`config.mk`:
```
export PLATFORM = sky130hd
export DESIGN_NAME = vec_intc
export DESIGN_NICKNAME = d
export VERILOG_FILES = /design/src/rtl/vec_intc_pkg.sv /design/src/rtl/vec_intc_bank.sv /design/src/rtl/vec_intc_prio.sv /design/src/rtl/vec_intc.sv
export SDC_FILE = /design/constraint.sdc
export NUM_CORES = 1
export LEC_CHECK = 0
export BUFFER_PORTS_ARGS = -buffer_cell sky130_fd_sc_hd__buf_4
export CORE_UTILIZATION = 45
export CTS_BUF_LIST = sky130_fd_sc_hd__clkbuf_4 sky130_fd_sc_hd__clkbuf_8 sky130_fd_sc_hd__clkbuf_16
export CTS_CLUSTER_DIAMETER = 200
export CTS_CLUSTER_SIZE = 8
export DETAILED_ROUTE_END_ITERATION = 8
export GPL_TIMING_DRIVEN = 0
export PLACE_DENSITY = 0.63
export SLEW_MARGIN = 20
export SYNTH_ARGS = -nofsm -noshare
export SYNTH_HDL_FRONTEND = slang
export SYNTH_SLANG_ARGS = --single-unit
```
`constraint.sdc`:
```
create_clock -name clk -period 4.72 [get_ports clk]
set_clock_uncertainty 0.2 [all_clocks]
set_input_delay 0.708 -clock clk [delete_from_list [all_inputs] [get_ports clk]]
set_output_delay 0.708 -clock clk [all_outputs]
set_load 0.1 [all_outputs]
```
`src/rtl/vec_intc_pkg.sv`:
```
package vec_intc_pkg;
  localparam int WORD_W = 32;
  // address group codes taken from bus_addr[AW-1:4]
  localparam int G_CTRL  = 0;
  localparam int G_PEND  = 1;
  localparam int G_FCAP  = 2;
  localparam int G_ROUTE = 3;
  localparam int G_EN    = 4;
  localparam int G_MASK  = 5;

  typedef struct packed {
    logic fclr;
    logic route;
    logic en;
    logic mask;
  } bank_wr_t;
endpackage

```
`src/rtl/vec_intc_bank.sv`:
```
module vec_intc_bank
  import vec_intc_pkg::*;
#(
  parameter int W = 32
) (
  input  logic         clk,
  input  logic         rst_n,
  input  logic [W-1:0] src,
  input  bank_wr_t     wr,
  input  logic [W-1:0] wdata,
  output logic [W-1:0] pend_o,
  output logic [W-1:0] fcap_o,
  output logic [W-1:0] route_o,
  output logic [W-1:0] en_o,
  output logic [W-1:0] mask_o,
  output logic [W-1:0] act_o,
  output logic [W-1:0] fact_o
);
  logic [W-1:0] pend_q, fcap_q, route_q, en_q, mask_q;
  logic [W-1:0] fcap_d;

  assign act_o  = pend_q & ~mask_q;
  assign fact_o = act_o & route_q;

  always_comb begin
    fcap_d = fcap_q;
    if (wr.fclr) fcap_d = fcap_q & ~wdata;
    fcap_d = fcap_d | fact_o;
  end

  always_ff @(posedge clk or negedge rst_n) begin
    if (!rst_n) begin
      pend_q  <= '0;
      fcap_q  <= '0;
      route_q <= '0;
      en_q    <= '0;
      mask_q  <= '0;
    end else begin
      pend_q <= src;
      fcap_q <= fcap_d;
      if (wr.route) route_q <= wdata;
      if (wr.en)    en_q    <= wdata;
      if (wr.mask)  mask_q  <= wdata;
    end
  end

  assign pend_o  = pend_q;
  assign fcap_o  = fcap_q;
  assign route_o = route_q;
  assign en_o    = en_q;
  assign mask_o  = mask_q;
endmodule

```
`src/rtl/vec_intc_prio.sv`:
```
module vec_intc_prio #(
  parameter int N  = 96,
  parameter int VW = 32
) (
  input  logic [N-1:0]  act,
  output logic [VW-1:0] vec
);
  localparam int IW = $clog2(N);
  logic [IW-1:0] idx;

  always_comb begin
    idx = '0;
    for (int i = N - 1; i >= 0; i--) begin
      if (act[i]) idx = IW'(i);
    end
  end

  assign vec = VW'(idx) << 2;
endmodule

```
`src/rtl/vec_intc.sv`:
```
module vec_intc
  import vec_intc_pkg::*;
#(
  parameter int NBANK = 3,
  parameter int AW    = 10
) (
  input  logic                    clk,
  input  logic                    rst_n,
  input  logic [NBANK*WORD_W-1:0] src_i,
  input  logic                    bus_vld,
  input  logic                    bus_we,
  input  logic [AW-1:0]           bus_addr,
  input  logic [WORD_W-1:0]       bus_wdata,
  output logic [WORD_W-1:0]       bus_rdata,
  output logic                    irq_o,
  output logic                    fiq_o,
  output logic [WORD_W-1:0]       vec_o
);
  localparam int NSRC = NBANK * WORD_W;
  localparam int GW   = AW - 4;

  logic [GW-1:0] grp;
  logic [1:0]    widx;
  logic          aligned, wr_en, rd_en;

  assign grp     = bus_addr[AW-1:4];
  assign widx    = bus_addr[3:2];
  assign aligned = (bus_addr[1:0] == 2'b00);
  assign wr_en   = bus_vld & bus_we & aligned;
  assign rd_en   = bus_vld & ~bus_we;

  logic [WORD_W-1:0] pend_w  [NBANK];
  logic [WORD_W-1:0] fcap_w  [NBANK];
  logic [WORD_W-1:0] route_w [NBANK];
  logic [WORD_W-1:0] en_w    [NBANK];
  logic [WORD_W-1:0] mask_w  [NBANK];
  logic [NSRC-1:0]   act_all, fact_all;

  for (genvar b = 0; b < NBANK; b++) begin : g_bank
    bank_wr_t wr_b;
    logic     hit_b;
    assign hit_b      = wr_en & (widx == 2'(b));
    assign wr_b.fclr  = hit_b & (grp == GW'(G_FCAP));
    assign wr_b.route = hit_b & (grp == GW'(G_ROUTE));
    assign wr_b.en    = hit_b & (grp == GW'(G_EN));
    assign wr_b.mask  = hit_b & (grp == GW'(G_MASK));

    vec_intc_bank #(.W(WORD_W)) bank_i (
      .clk     (clk),
      .rst_n   (rst_n),
      .src     (src_i[b*WORD_W +: WORD_W]),
      .wr      (wr_b),
      .wdata   (bus_wdata),
      .pend_o  (pend_w[b]),
      .fcap_o  (fcap_w[b]),
      .route_o (route_w[b]),
      .en_o    (en_w[b]),
      .mask_o  (mask_w[b]),
      .act_o   (act_all[b*WORD_W +: WORD_W]),
      .fact_o  (fact_all[b*WORD_W +: WORD_W])
    );
  end

  vec_intc_prio #(.N(NSRC), .VW(WORD_W)) prio_i (
    .act (act_all),
    .vec (vec_o)
  );

  assign irq_o = |act_all;
  assign fiq_o = |fact_all;

  // control words: base, protect, nmi
  logic [WORD_W-1:0] base_q, base_d, prot_q, prot_d, nmi_q, nmi_d;
  logic              base_we, prot_we, nmi_we;
  logic              ctrl_hit;

  assign ctrl_hit = wr_en & (grp == GW'(G_CTRL));
  assign base_we  = ctrl_hit & (widx == 2'd1);
  assign prot_we  = ctrl_hit & (widx == 2'd2);
  assign nmi_we   = ctrl_hit & (widx == 2'd3);

  always_comb begin
    base_d = {bus_wdata[WORD_W-1:2], 2'b00};
    prot_d = bus_wdata;
    nmi_d  = bus_wdata;
  end

  always_ff @(posedge clk or negedge rst_n) begin
    if (!rst_n) begin
      base_q <= '0;
      prot_q <= '0;
      nmi_q  <= '0;
    end else begin
      if (base_we) base_q <= base_d;
      if (prot_we) prot_q <= prot_d;
      if (nmi_we)  nmi_q  <= nmi_d;
    end
  end

  // read path
  logic [WORD_W-1:0] rd_d, rdata_q;

  always_comb begin
    rd_d = '0;
    if (aligned) begin
      if (grp == GW'(G_CTRL)) begin
        case (widx)
          2'd0:    rd_d = vec_o;
          2'd1:    rd_d = base_q;
          2'd2:    rd_d = prot_q;
          default: rd_d = nmi_q;
        endcase
      end else begin
        for (int b = 0; b < NBANK; b++) begin
          if (widx == 2'(b)) begin
            if (grp == GW'(G_PEND))  rd_d = pend_w[b];
            if (grp == GW'(G_FCAP))  rd_d = fcap_w[b];
            if (grp == GW'(G_ROUTE)) rd_d = route_w[b];
            if (grp == GW'(G_EN))    rd_d = en_w[b];
            if (grp == GW'(G_MASK))  rd_d = mask_w[b];
          end
        end
      end
    end
  end

  always_ff @(posedge clk or negedge rst_n) begin
    if (!rst_n)     rdata_q <= '0;
    else if (rd_en) rdata_q <= rd_d;
  end

  assign bus_rdata = rdata_q;
endmodule

```
# == Word level (Yosys, flattened, before mapping) ==
# Index checks and enable logic that the tools add are counted.
# word_totals
in_bits,142
output_inout_bits,66
word_cells,191
rom_bits,0
latch_bits,0
n_memories,0
regBits,606
ram_bits,0
# op_classes
muxes,120
div,0
reduce_logical,5
mul,0
magnitude_cmp,0
eq_ne,8
add_sub_neg,0
shift,0
bitwise_logic,39
# op_table
operator,count
32-bit 2-to-1 mux,23
7-bit 2-to-1 mux,96
32-bit bitwise AND,9
96-bit OR reduction,2
32-bit NOT,4
32-bit OR,3
32-bit one-hot mux with 3 select lines,1
1-bit bitwise AND,22
"6-bit by 2-bit equality test with 1-bit output, second input constant",2
"6-bit by 3-bit equality test with 1-bit output, second input constant",2
"6-bit by 1-bit equality test with 1-bit output, second input constant",1
6-bit logical NOT,1
"2-bit equality test, second input constant",2
2-bit logical NOT,2
"2-bit by 1-bit equality test with 1-bit output, second input constant",1
1-bit NOT,1

# == Depth between registers and ports, before layout ==
# Gate-level depths: netlist (run 1).
# logic_depth
word_depth,101
mapped_depth,11

# == Modules after synthesis ==
# A second synthesis (run 1) with hierarchy kept.
# unflattened
cells_unflattened,2649
hier_area_um2,31755.5
# by_module_without_submodules
module,seq_area_each_um2,cells_per_inst,n_inst,area_each_um2
vec_intc_bank,4003.8,399,3,6492.5
vec_intc,3153.0,1201,1,10834.1
vec_intc_prio,0.0,251,1,1443.9

# == Least setup slack after synthesis (run 1) ==
# Ideal clock, no wire load.
# synth_timing
path_kind,reg2reg
startpoint,reg g_bank[0].bank_i.pend_q[15]
endpoint,"reg rdata_q[7], in the netlist bus_rdata[7]"
path_buffers,0
slack_ns,-0.097
path_stages_with_launch,8
arrival_ns,4.548
cell_sequence,dfrtp_1 > nor2b_2 > or4_4 > nor4b_4 > inv_1 > a211oi_1 > mux4_2 > a221o_1
# synth_via
elab_chain_cells,20
# synth_lines
item,line_no,source
from (decl),vec_intc_bank.sv:19,"logic [W-1:0] pend_q, fcap_q, route_q, en_q, mask_q;"
from (signal assigned),vec_intc_bank.sv:39,pend_q <= src;
32-bit bitwise AND,vec_intc_bank.sv:22,assign act_o = pend_q & ~mask_q;
7-bit 2-to-1 mux (16 in series),vec_intc_prio.sv:14,if (act[i]) idx = IW'(i);
via vec_o[7],vec_intc.sv:17,output logic [WORD_W-1:0] vec_o
32-bit one-hot mux with 3 select lines,vec_intc.sv:107,case (widx)
32-bit 2-to-1 mux,vec_intc.sv:106,if (grp == GW'(G_CTRL)) begin
32-bit 2-to-1 mux,vec_intc.sv:105,if (aligned) begin
to (signal assigned),vec_intc.sv:129,else if (rd_en) rdata_q <= rd_d;
to (decl),vec_intc.sv:101,"logic [WORD_W-1:0] rd_d, rdata_q;"
# The timed path passes the listed nets, and every way through them passes these cells.
# A chain may end at the register's enable or synchronous reset.

# == Worst setup path in the final report (run 1) ==
# layout_timing
startpoint,in bus_addr[6]
endpoint,"reg rdata_q[4], in the netlist bus_rdata[4]"
# layout_via
elab_chain_cells,21
word_cells_on_any_way,26
classes_between,5 x eq/ne; 20 x mux; 1 x reduce/logical
# layout_lines
item,line_no,source
from (decl),vec_intc.sv:12,"input logic [AW-1:0] bus_addr,"
6-bit by 1-bit equality test with 1-bit output,vec_intc.sv:116,if (grp == GW'(G_PEND)) rd_d = pend_w[b];
32-bit 2-to-1 mux,vec_intc.sv:116,
32-bit 2-to-1 mux,vec_intc.sv:117,if (grp == GW'(G_FCAP)) rd_d = fcap_w[b];
32-bit 2-to-1 mux,vec_intc.sv:118,if (grp == GW'(G_ROUTE)) rd_d = route_w[b];
32-bit 2-to-1 mux,vec_intc.sv:119,if (grp == GW'(G_EN)) rd_d = en_w[b];
32-bit 2-to-1 mux,vec_intc.sv:120,if (grp == GW'(G_MASK)) rd_d = mask_w[b];
32-bit 2-to-1 mux,vec_intc.sv:115,if (widx == 2'(b)) begin
32-bit 2-to-1 mux,vec_intc.sv:116,
[5 not listed],--,
32-bit 2-to-1 mux,vec_intc.sv:116,
32-bit 2-to-1 mux,vec_intc.sv:117,
32-bit 2-to-1 mux,vec_intc.sv:118,
32-bit 2-to-1 mux,vec_intc.sv:119,
32-bit 2-to-1 mux,vec_intc.sv:120,
32-bit 2-to-1 mux,vec_intc.sv:115,
32-bit 2-to-1 mux *,vec_intc.sv:106,
32-bit 2-to-1 mux *,vec_intc.sv:105,
# Mark *: on every way between the ends. The rest lies on a longest branch, timed or not.

==> metrics.yaml, run 1 <==
run_status:
  status: "finished, violations left"
  violations: "negative setup slack"
worst_setup_path:
  cpMostUsedCell: "clkbuf_1"
  critPathRequiredTime_ps: 5020
  critPathBufInv: 4
  path_cells: "buf_4 -> nor2b_1 -> clkbuf_1 -> nand2_1 -> clkbuf_1 -> clkbuf_1 -> o22ai_1 -> a31oi_1 -> o21ai_0 -> a21oi_1 -> o31ai_1"
  arrival_ps: 5160
  critPathLaunchType: "input pin"
  critical_path_class: "in2reg"
  worstPathMaxFanout: 10
  cpPeakStageDelay_ps: 970
  crit_path_top_delay_cell: "clkbuf_1"
  critPathCaptureType: "flop"
  critPathTopFamily: "buffers and inverters"
yosys:
  yosys_register_bits: 606
  synth_edf_count: 0
  ys_top_cells_by_area: "dfrtp_1 52%, mux2_2 16%, a22o_1 2.9%, nand2_1 2.6%, a21oi_1 2.3%"
  syn_area_um2: 29300
  synth_top_cell_area_share: 0.517
  synth_area_leader_cell: "dfrtp_1"
  ys.flop_type: "dfrtp_1"
  seq_area_frac_synth: 0.517
  synthCells: 2604
  synth_area_per_cell_um2: 11.3
  ys_types: 77
  async_reset_ff_frac: 1.00
  yosysWarnings: 0
floorplan:
  die_area_um2: 66200
  initial_core_util: 0.455
  io_pins: 208
  die_w_um: 257
  die-height_um: 257
  core-area_um2: 64500
  fp-row-count: 93
layout:
  utilization: 0.550
  syn2layout_area_growth_pct: 21.0
  regArea_um2: 15200
  fin_area_um2: 35500
  drive_gt1_frac: 0.274
  num-fill-cells: 5731
  layout.nets: 3146
  multiInputGateArea_um2: 13400
  fin_cells: 3870
global_route:
  grt_pass1_vias: 25400
  grt_overflow: 0
  grt_max_degree: 102
  antenna_found_initial: 8
  grt_usage: 0.429
  grt_pass1_wl_um: 197000
power:
  seqPwrFrac: 0.443
  p_leak_uw: 0.0163
  p_per_area_nw_per_um2: 349
  pwr-share-comb: 0.106
  pwr-share-clk: 0.451
  swShare: 0.276
  p_sw_uw: 3420
  intPower_uw: 8960
  vdd_drop_max_v: 0.000286
timing:
  slew-limit-headroom: 0.147
  hold_viol: 0
  rsz0062_at_grt: "no"
  fmax_ghz: 0.206
  setup_slack_ps: -135
  finalSetupViolCount: 2
  worst_slew_pin_slew_ps: 1280
  slew_viol_final: 0
  finalCritPeriodShare: 1.03
  finalCriticalPeriod_ps: 4860
  hold_ws_ps: 145
place:
  globalplace.congestion: 1.06
  place.port_buffers: 182
  dp_hpwl_um: 105000
  pre_cts_ws_ps: -418
  placedCellCount: 3674
  post_dp_cell_area_um2: 32200
drt:
  wl_per_cell_um: 37.0
  viasPerCell: 6.78
  vias: 26300
  route.antenna.remaining_nets: 0
  dr.first_iter.drc_count: 4112
  drc_errors: 0
  drtPass1Iterations: 6
  finalWirelength_um: 143000
clock_network:
  htree_levels: 3
  clk_pin_slew_ps: 50
  root_buffer: "clkbuf_16"
  cts_buffers: 85
  insertion_delay_ps: 670
  cts_setup_buffers: 0
  clockBufferDepth: 3
  cts_sinks: 606
  cts_tree: "done"
hold_path:
  hold_class: "in2reg"
run:
  drv_cap: 0
## per-layer routing
metal	global-route usage	vias to the layer above	wire [um]
met5	0.0132	-	119
li1	-	10500	-
met3	0.134	424	18500
met1	0.595	13400	57500
met4	0.209	2	7800
met2	0.603	2019	59200
## cell type report
cell class	count	share of cell area
Sequential cell	606	0.427
Multi-Input combinational cell	1807	0.379
Timing Repair Buffer	289	0.0723
Clock buffer	86	0.0603
Tap cell	855	0.0302
Buffer	203	0.0256
Clock inverter	7	0.00388
Inverter	12	0.00127
Antenna cell	5	0.000353
## stage by stage
stage	power, uW	TNS (ps)
after floorplan	6090	0
after global placement	6710	-2360970
after detailed placement	6750	-4820
after CTS	12300	0
after global routing	12600	0
final	12400	-148
## flip-flops by register name (all words and copies together), names as in the netlist
name,cells
bus_rdata,32
g_bank.bank_i.en_o,96
g_bank.bank_i.mask_o,96
g_bank.bank_i.route_o,96
g_bank.bank_i.pend_o,96
prot_q,32
g_bank.bank_i.fcap_o,96
nmi_q,32
base_q,30
## power by group through the flow
stage               combinational [uW]  clock (uW)  sequential [uW]
floorplan                          545           0             5540
global placement                  1150           0             5560
detailed placement                1190           0             5550
CTS                               1260        5600             5470
global route                      1340        5790             5490
finish                            1310        5590             5480
## cell usage in the layout (no fill, tap or decap), drive strengths merged, types with 6 or more instances in the layout
cell type,instances
conb,25
a22oi,84
a22o,96
clkbuf,206
o22ai,20
o221ai,43
o31ai,8
dlygate4sd3,97
a31oi,6
a222oi,17
nand4,19
a221oi,34
mux2i,52
nor3,48
inv,15
mux2,425
a21o,7
nor4,29
a21oi,132
nand2,204
o21ai,103
nand2b,25
a211oi,27
buf,275
nor2,135
dfrtp,606
or4,18
o211ai,15
nand3,40
nor2b,106
and3,6
## synth_stat cells, drive strengths merged, types with 6 or more instances
library cell	n
and3	6
nor2b	106
o211ai	15
or4	18
nand4	19
a31oi	6
o221ai	43
a21o	7
a21oi	132
nor3	48
o22ai	20
nand2	204
inv	10
a222oi	17
o31ai	8
mux2i	52
mux2	425
buf	83
a22o	96
nand3	40
a211oi	27
nor4	29
a221oi	34
nor2	135
clkbuf	120
o21ai	103
nand2b	25
a22oi	84
dfrtp	606
## cells by family after synthesis
family	share of synthesized area
other cells	0.000128
flops	0.517
simple gates	0.113
compound gates	0.156
mux	0.182
buf+inv	0.0320
## timing repair
action	CTS	global route
endpoints found under the setup margin	1	4
endpoints found under the hold margin	113	0
gates resized for setup	5	5
hold buffers	97	0
cloned	0	0
## worst paths after layout
path                                                       startpoint                                        to  slack (ps)  cells past startpoint
worst max-delay path                                      bus_addr[6]                  bus_rdata[4]$_DFFE_PN0P_        -140                     11
max in group asynchronous                                       rst_n                     nmi_q[14]$_DFFE_PN0P_        2080                      6
min in group asynchronous                                       rst_n   g_bank[1].bank_i.route_o[8]$_DFFE_PN0P_         290                      2
worst min-delay path                                    bus_wdata[20]  g_bank[1].bank_i.route_o[20]$_DFFE_PN0P_         150                      2
worst min register to register   g_bank[1].bank_i.fcap_o[8]$_DFF_PN0_      g_bank[1].bank_i.fcap_o[8]$_DFF_PN0_         280                      1
worst max register to register  g_bank[1].bank_i.pend_o[27]$_DFF_PN0_                  bus_rdata[8]$_DFFE_PN0P_        1070                      7
(Power assumes the default switching activity.)
==> run 2, diff against run 1 <==
==> constraint.sdc (replaced) <==
create_clock -name clk -period 4.72 [get_ports clk]
set_clock_uncertainty 0.2 [all_clocks]
set_input_delay 0.236 -clock clk [delete_from_list [all_inputs] [get_ports clk]]
set_output_delay 0.236 -clock clk [all_outputs]
set_load 0.1 [all_outputs]
==> metrics.yaml, run 2 (synthesis gave the netlist of run 1 again) <==
place:
  dp_hpwl_um: 105000  # unchanged
  place.port_buffers: 182  # unchanged
  globalplace.congestion: 1.06  # unchanged
timing:
  hold_viol: 0  # unchanged
  finalCriticalPeriod_ps: 4460  # -399 ps
  hold_ws_ps: 26.9  # -118 ps
  worst_slew_pin_slew_ps: 1280  # -0.205 ps
  fmax_ghz: 0.224  # +8.9%
  rsz0062_at_grt: "no"
  slew-limit-headroom: 0.147  # about the same
  slew_viol_final: 0  # unchanged
  finalCritPeriodShare: 0.944  # -0.0844
  finalSetupViolCount: 0  # -2
drt:
  dr.first_iter.drc_count: 3908  # -5.0%
  drtPass1Iterations: 9  # +3
  finalWirelength_um: 144000  # +0.39%
  wl_per_cell_um: 36.8  # -0.57%
  viasPerCell: 6.78  # about the same
  drc_errors: 0  # unchanged
  vias: 26500  # +0.93%
  route.antenna.remaining_nets: 0  # unchanged
clock_network:
  cts_sinks: 606  # unchanged
  clockBufferDepth: 3  # unchanged
  insertion_delay_ps: 660  # about the same
  cts_resized: 0  # -5
  clk_pin_slew_ps: 50  # about the same
  root_buffer: "clkbuf_16"
  cts_hold_buf: 133  # +37%
  cts_tree: "done"
  cts_buffers: 85  # unchanged
  cts_setup_buffers: 0  # unchanged
  htree_levels: 3  # unchanged
floorplan:
  die-height_um: 257  # unchanged
  initial_core_util: 0.455  # unchanged
  fp-row-count: 93  # unchanged
  io_pins: 208  # unchanged
  die_area_um2: 66200  # unchanged
  die_w_um: 257  # unchanged
  core-area_um2: 64500  # unchanged
power:
  swShare: 0.275  # -0.00116
  p_sw_uw: 3400  # -0.38%
  p_per_area_nw_per_um2: 346  # -0.86%
  pwr-share-comb: 0.108  # +0.002
  p_leak_uw: 0.0164  # +0.88%
  intPower_uw: 8980  # +0.20%
  pwr-share-clk: 0.450  # about the same
  vdd_drop_max_v: 0.000280  # -2.3%
  seqPwrFrac: 0.443  # about the same
layout:
  drive_gt1_frac: 0.269  # -0.00587
  multiInputGateArea_um2: 13400  # -0.29%
  num-fill-cells: 5690  # -0.72%
  layout.nets: 3182  # +1.1%
  regArea_um2: 15200  # unchanged
  mostFrequentLayoutCells: "606 x dfrtp_1, 424 x mux2_2, 208 x buf_4, 204 x nand2_1, 133 x dlygate4sd3_1"
  syn2layout_area_growth_pct: 22.1
  final_common_cell: "dfrtp_1"
  utilization: 0.555  # +0.00503
hold_path:
  hold_class: "in2async"
global_route:
  grt_usage: 0.430  # +0.00109
  grt_max_degree: 102  # unchanged
  grt_pass1_vias: 25500  # +0.48%
  antenna_found_initial: 13  # +5
  grt_pass1_wl_um: 198000  # +0.31%
  grt_overflow: 0  # unchanged
worst_setup_path:
  path_cells: "nor2b_1 -> a211oi_1 -> o21ai_0 -> a311oi_1 -> o211ai_1 -> a21oi_1 -> o31ai_1 -> buf_4"
  critical_path_class: "reg2out"
  worstPathMaxFanout: 6  # -4
  cpPeakStageDelay_ps: 900  # -70 ps
  critPathCaptureType: "primary output"
  arrival_ps: 4020  # -1140 ps
  critPathLaunchType: "flop"
  crit_path_top_delay_cell: "nor2b_1"
  critPathRequiredTime_ps: 4280  # -740 ps
run_status:
  status: "completed"
run:
  drv_cap: 0  # unchanged
run 2: routing by layer:
metal	track usage	vias up	routed length, um
met4	0.210	10	7900
met2	0.606	2128	59400
met5	0.0132	-	240
met1	0.596	13400	57300
met3	0.133	447	18800
li1	-	10500	-
run 2: area by class of cell:
class                   count  share of cell area
diodes                      6            0.000419
clock inverters             7             0.00384
well taps                 855              0.0299
multi-input cells        1807               0.374
flip-flops and latches    606               0.424
clock buffers              86              0.0598
plain buffers             203              0.0254
inverters                  12             0.00126
repair buffers            325              0.0817
run 2: path summary, 6_finish.rpt:
check,startpoint,end,slack (ps),cells past startpoint
min,rst_n,g_bank[1].bank_i.en_o[8]$_DFFE_PN0P_,30,3
max in group asynchronous,rst_n,nmi_q[14]$_DFFE_PN0P_,2610,6
min reg2reg,g_bank[1].bank_i.fcap_o[8]$_DFF_PN0_,g_bank[1].bank_i.fcap_o[8]$_DFF_PN0_,280,1
max,g_bank[2].bank_i.pend_o[31]$_DFF_PN0_,vec_o[2],260,8
max reg2reg,g_bank[1].bank_i.pend_o[27]$_DFF_PN0_,bus_rdata[8]$_DFFE_PN0P_,1050,7
min in group clk,src_i[17],g_bank[0].bank_i.pend_o[17]$_DFF_PN0_,30,2
run 2: critical path: cells and delay by family, from the launching register on:
kind                   cells  cell delay, ps
AO/OA/AOI/OAI              6            1680
AND/OR/NAND/NOR            1             900
flip-flops                 1             400
buffers and inverters      1             370
run 2: per-stage QoR:
stage	total power, uW	instances	cell area [um^2]	setup slack [ps]	setup TNS [ps]
CTS	12400	3900	35800	304	0
finish	12400	3907	35800	263	0
global route	12600	3901	35800	301	0
detailed placement	6750	3674	32200	54.1	0
global placement	6710	3665	31900	-3520	-2046930
floorplan	6090	2628	29400	492	0
run 2: power by group through the flow:
stage	registers, uW	clock network, uW	logic [uW]
floorplan	5540	0	545
global placement	5560	0	1150
detailed placement	5550	0	1190
CTS	5470	5600	1290
global route	5490	5800	1370
finish	5480	5570	1330
